===== config.mk =====
export PLATFORM = sky130hd
export DESIGN_NAME = rom_bar_decoder
export DESIGN_NICKNAME = d
export VERILOG_FILES = /design/src/rtl/rom_bar_pkg.sv /design/src/rtl/rom_bar_reg.sv /design/src/rtl/rom_bar_match.sv /design/src/rtl/rom_bar_decoder.sv
export SDC_FILE = /design/constraint.sdc
export NUM_CORES = 1
export LEC_CHECK = 0
export ABC_CLOCK_PERIOD_IN_PS = 1500
export BUFFER_PORTS_ARGS = -buffer_cell sky130_fd_sc_hd__buf_2
export CAP_MARGIN = 20
export CELL_PAD_IN_SITES_DETAIL_PLACEMENT = 1
export CELL_PAD_IN_SITES_GLOBAL_PLACEMENT = 1
export CORE_ASPECT_RATIO = 0.8
export CORE_MARGIN = 2
export CORE_UTILIZATION = 27
export CTS_BUF_LIST = sky130_fd_sc_hd__clkbuf_4 sky130_fd_sc_hd__clkbuf_8
export DETAILED_ROUTE_END_ITERATION = 10
export GPL_ROUTABILITY_DRIVEN = 1
export PLACE_DENSITY_LB_ADDON = 0.1
export RECOVER_POWER = 25
export SLEW_MARGIN = 40
export SYNTH_ARGS = -nofsm -noshare
export SYNTH_HDL_FRONTEND = slang
export SYNTH_SLANG_ARGS = --single-unit

===== constraint.sdc =====
create_clock -name clk -period 1.5 [get_ports clk]
set_input_delay 0.45 -clock clk [delete_from_list [all_inputs] [get_ports clk]]
set_output_delay 0.45 -clock clk [all_outputs]
set_load 0.02 [all_outputs]

===== src/rtl/rom_bar_pkg.sv =====
package rom_bar_pkg;
  localparam logic [3:0] CMD_MEM_RD      = 4'b0110;
  localparam logic [3:0] CMD_MEM_RD_MULT = 4'b1100;
  localparam logic [3:0] CMD_MEM_RD_LINE = 4'b1110;

  function automatic logic is_rom_read(input logic [3:0] cmd);
    return (cmd == CMD_MEM_RD) || (cmd == CMD_MEM_RD_MULT) ||
           (cmd == CMD_MEM_RD_LINE);
  endfunction
endpackage


===== src/rtl/rom_bar_reg.sv =====
module rom_bar_reg #(
  parameter int AW = 32,
  parameter int LO = 11,
  parameter int HI = 24
) (
  input  logic            clk,
  input  logic            rst_n,
  input  logic            we,
  input  logic [AW/8-1:0] be,
  input  logic [AW-1:0]   wdata,
  input  logic [HI-LO-1:0] win_mask,
  input  logic            allow,
  output logic [AW-1:0]   rdata,
  output logic [AW-1:LO]  base_o,
  output logic [AW-1:LO]  cmp_mask_o,
  output logic            en_o
);
  localparam int NB = AW / 8;

  logic [AW-1:0] wmask;
  logic [AW-1:0] bar_q;

  always_comb begin
    for (int i = 0; i < AW; i++) begin
      if (i >= HI)      wmask[i] = 1'b1;
      else if (i >= LO) wmask[i] = win_mask[i-LO];
      else if (i == 0)  wmask[i] = allow;
      else              wmask[i] = 1'b0;
    end
  end

  for (genvar b = 0; b < NB; b++) begin : g_lane
    always_ff @(posedge clk or negedge rst_n) begin
      if (!rst_n)
        bar_q[8*b +: 8] <= '0;
      else if (we && be[b])
        bar_q[8*b +: 8] <= wdata[8*b +: 8] & wmask[8*b +: 8];
    end
  end

  assign rdata      = bar_q & wmask;
  assign base_o     = bar_q[AW-1:LO];
  assign cmp_mask_o = wmask[AW-1:LO];
  assign en_o       = bar_q[0] & allow;

  p_hold_r12: assert property (@(posedge clk) disable iff (!rst_n)
    !we |=> bar_q == $past(bar_q));
  p_en_block_r4: assert property (@(posedge clk) disable iff (!rst_n)
    (we && !allow) |=> !bar_q[0]);
endmodule


===== src/rtl/rom_bar_match.sv =====
module rom_bar_match
  import rom_bar_pkg::*;
#(
  parameter int AW = 32,
  parameter int LO = 11
) (
  input  logic           clk,
  input  logic           rst_n,
  input  logic           strobe,
  input  logic [3:0]     cmd,
  input  logic [AW-1:LO] addr,
  input  logic [AW-1:LO] base,
  input  logic [AW-1:LO] cmp_mask,
  input  logic           rom_en,
  input  logic           mem_en,
  output logic           hit_q
);
  logic addr_ok, hit_d;

  assign addr_ok = ((addr ^ base) & cmp_mask) == '0;
  assign hit_d   = strobe && mem_en && rom_en && is_rom_read(cmd) && addr_ok;

  always_ff @(posedge clk or negedge rst_n) begin
    if (!rst_n) hit_q <= 1'b0;
    else        hit_q <= hit_d;
  end

  p_strobe_r9: assert property (@(posedge clk) disable iff (!rst_n)
    hit_q |-> $past(strobe));
  p_enables_r6: assert property (@(posedge clk) disable iff (!rst_n)
    hit_q |-> $past(mem_en && rom_en));
  p_cmd_r7: assert property (@(posedge clk) disable iff (!rst_n)
    hit_q |-> $past(cmd == 4'b0110 || cmd == 4'b1100 || cmd == 4'b1110));
endmodule


===== src/rtl/rom_bar_decoder.sv =====
module rom_bar_decoder #(
  parameter int AW = 32,
  parameter int LO = 11,
  parameter int HI = 24,
  localparam int NB = AW / 8,
  localparam int MW = HI - LO
) (
  input  logic          clk,
  input  logic          rst_hard_n,
  input  logic          cfg_we,
  input  logic [NB-1:0] cfg_be,
  input  logic [AW-1:0] cfg_wdata,
  output logic [AW-1:0] cfg_rdata,
  input  logic [MW-1:0] win_mask,
  input  logic          rom_allow,
  input  logic          mem_space_en,
  input  logic          ap_valid,
  input  logic [3:0]    ap_cmd,
  input  logic [AW-1:LO] ap_addr,
  output logic          devsel_req
);
  logic [AW-1:LO] base, cmp_mask;
  logic           rom_en;

  rom_bar_reg #(.AW(AW), .LO(LO), .HI(HI)) u_reg (
    .clk(clk), .rst_n(rst_hard_n), .we(cfg_we), .be(cfg_be),
    .wdata(cfg_wdata), .win_mask(win_mask), .allow(rom_allow),
    .rdata(cfg_rdata), .base_o(base), .cmp_mask_o(cmp_mask), .en_o(rom_en)
  );

  rom_bar_match #(.AW(AW), .LO(LO)) u_match (
    .clk(clk), .rst_n(rst_hard_n), .strobe(ap_valid), .cmd(ap_cmd),
    .addr(ap_addr), .base(base), .cmp_mask(cmp_mask), .rom_en(rom_en),
    .mem_en(mem_space_en), .hit_q(devsel_req)
  );

  p_reset_quiet_r10: assert property (@(posedge clk)
    !rst_hard_n |-> !devsel_req && cfg_rdata == '0);
endmodule


==> metrics <==
post-cts gate resize count=0; Starting Density=27.9%; Worst Path Arrival=0.99 ns; grt ovf=0; clk root buf=clkbuf_8; Cells after Synth=145; ANT nets after route=0; Post-Synth Adder-Cell Area=0%; # diodes=0; # port buffers=92; Die W=84.3 um; YS warnings=0; unrepaired setup endpoints after global routing=no; Synth Area in XOR/XNOR=13.8%; Max VDD drop=0.000426 V; leakage=1.02 nW; GP Congestion=0.679; CTS max path bufs=2; Fmax achieved=695 MHz; run status=completed; TritonCTS buffer count=3; clk_skew=0.00210 ns; DPL Wire Length=3020 um; final hold vios=0; largest family of logic cells by synthesized area=simple AND/OR/NAND/NOR gates; number of global-route vias before repair=1226; Worst Path Buf+Inv=1; Mean Syn Cell Area=9.60 um2; Hold Buf Count CTS=0; Final Slew Violations=0; starting DRC count in detailed routing=11; layout cells sized above 1=46.6%; P&R area growth vs syn=36.1%; most frequent cells in the layout=buf_2, nand2_1, dfrtp_1; die area=5750 um2; antenna violations before repair=0; min Tclk post-route=1.44 ns; H-Tree Level Count=1; Compound-Gate Fraction of Synth Area=10.4%; Ports=113; max incr delay on CP=0.42 ns; Slew @ Worst Pin=0.588 ns; max-capacitance violation count=0; CP Cell Sequence=and2_1 -> buf_2; global-route wire length before repair=5730 um; accumulated negative setup slack=0 ns; slowest stage cell, crit path=dfrtp_1; Post CTS Setup Buffer Count=0; worst hold path class=primary input to asynchronous set/reset pin; Worst-path clk slew=0.08 ns; mux contribution to synthesized area=6.47%; crit end category=output port; flops & latches, synth=23; Routed WL=3520 um; Setup WS pre-CTS=-0.0278 ns; Clock Latency Late Sink=0.26 ns; Pwr Density=863 nW/um2; Cell Area, Synth=1390 um2; Cell variety after synth=18; Synth Area in Simple Gates=17.2%; setup ws final=0.0603 ns; CP Launch Type=flop; Rows=23; crit share post-route=96.0%; largest net degree at the start of global routing=24; DRT Pass-1 Iters=4; slew margin rel.=60.8%; WP data required=1.05 ns; worst-path maximum fanout=3; core area=4980 um2; flop-to-flop setup slack=0.14 ns; WS Path Type=flop to output port; DRC viols=0; WL/cell=12.0 um; commonest non-fill, non-tap cell in the layout=buf_2; final net count=313; sinks on the clock net=23; CTS tree=built; sequential fraction of the synthesis area=41.4%; setup violators final=0; die height=68.2 um; Total Routing Usage GR=12.7%; kind of cell adding the most delay to the critical path=flip-flops; number of vias per cell=4.21; via count=1239
-- report_power, final --
group | internal (mW) | switching (mW) | leakage [nW]
Sequential | 0.691 | 0.0616 | 0.291
Combinational | 0.232 | 0.251 | 0.706
Clock | 0.207 | 0.191 | 0.0262
Total | 1.13 | 0.503 | 1.02
-- flip-flops by register name (all words and copies together), names as in the netlist --
signal / cells
u_reg.base_o: 21
u_match.hit_q: 1
u_reg.bar_q: 1
-- stage by stage --
step           power [mW]  hold WS, ns  instance area [um2]  utilization, %  std cells
3_3_place_gp         1.25        0.472                 1840            37.0        290
4_1_cts              1.67        0.189                 1890            38.0        294
6_report             1.63        0.175                 1890            38.0        294
2_1_floorplan        1.10        0.154                 1430               -        154
5_1_grt              1.76        0.223                 1890            38.0        294
3_5_place_dp         1.26        0.478                 1840            37.0        290
-- worst reg2reg max path, stage by stage, from the launching register on --
cell,delay (ns)
dfrtp_1,0.40
xor2_1,0.17
a22o_1,0.24
a221oi_1,0.26
and4_1,0.23
-- cells in the mapped netlist (all sizes together) --
| cell type | instances | share of area (%) |
|---|---|---|
| o211ai | 1 | 0.54 |
| dfrtp | 23 | 41 |
| conb | 1 | 0.27 |
| xor2 | 13 | 8.2 |
| and4b | 1 | 0.72 |
| xnor2 | 8 | 5.6 |
| and4 | 1 | 0.63 |
| buf | 19 | 10 |
| o21ai | 14 | 5.0 |
| nand2 | 32 | 8.6 |
| clkbuf | 1 | 0.27 |
| and2 | 14 | 6.3 |
| a2111oi | 1 | 1.1 |
| a22o | 3 | 1.9 |
| a221oi | 3 | 1.9 |
| nand4 | 2 | 0.90 |
| mux2 | 8 | 6.5 |
-- cell families (layout without fill, tap and decap cells) --
family                 count (synthesis)  count (layout)
other                                  1              10
buffers and inverters                 20              98
XOR/XNOR                              21              21
flip-flops                            23              23
multiplexers                           8               8
AND/OR/NAND/NOR                       50              50
AO/OA/AOI/OAI                         22              22
-- path summary, 6_finish.rpt --
kind                                               from                           end  cells after the start
setup / recovery           u_reg.base_o[18]$_DFFE_PN0P_                 cfg_rdata[18]                      2
hold / removal                               rst_hard_n  u_reg.base_o[17]$_DFFE_PN0P_                      1
setup reg to reg           u_reg.base_o[14]$_DFFE_PN0P_       u_match.hit_q$_DFF_PN0_                      4
hold reg to reg              u_reg.bar_q[0]$_DFFE_PN0P_    u_reg.bar_q[0]$_DFFE_PN0P_                      2
max in group asynchronous                    rst_hard_n  u_reg.base_o[13]$_DFFE_PN0P_                      1
min in group clk                          cfg_wdata[26]  u_reg.base_o[26]$_DFFE_PN0P_                      2
-- area by class of cell --
cell class	count	area, um2
multi-input cells	111	703
clock buffers	4	48.8
well taps	62	77.6
flip-flops and latches	23	576
repair buffers	94	488
fillers	625	3090
-- routing by layer --
| metal | GRT usage (%) | routed length, um |
|---|---|---|
| met5 | 0 | 0 |
| met4 | 3.02 | 27 |
| met3 | 3.74 | 306 |
| met2 | 20.7 | 1590 |
| met1 | 16.8 | 1600 |
Power figures use the tool's default switching activity.
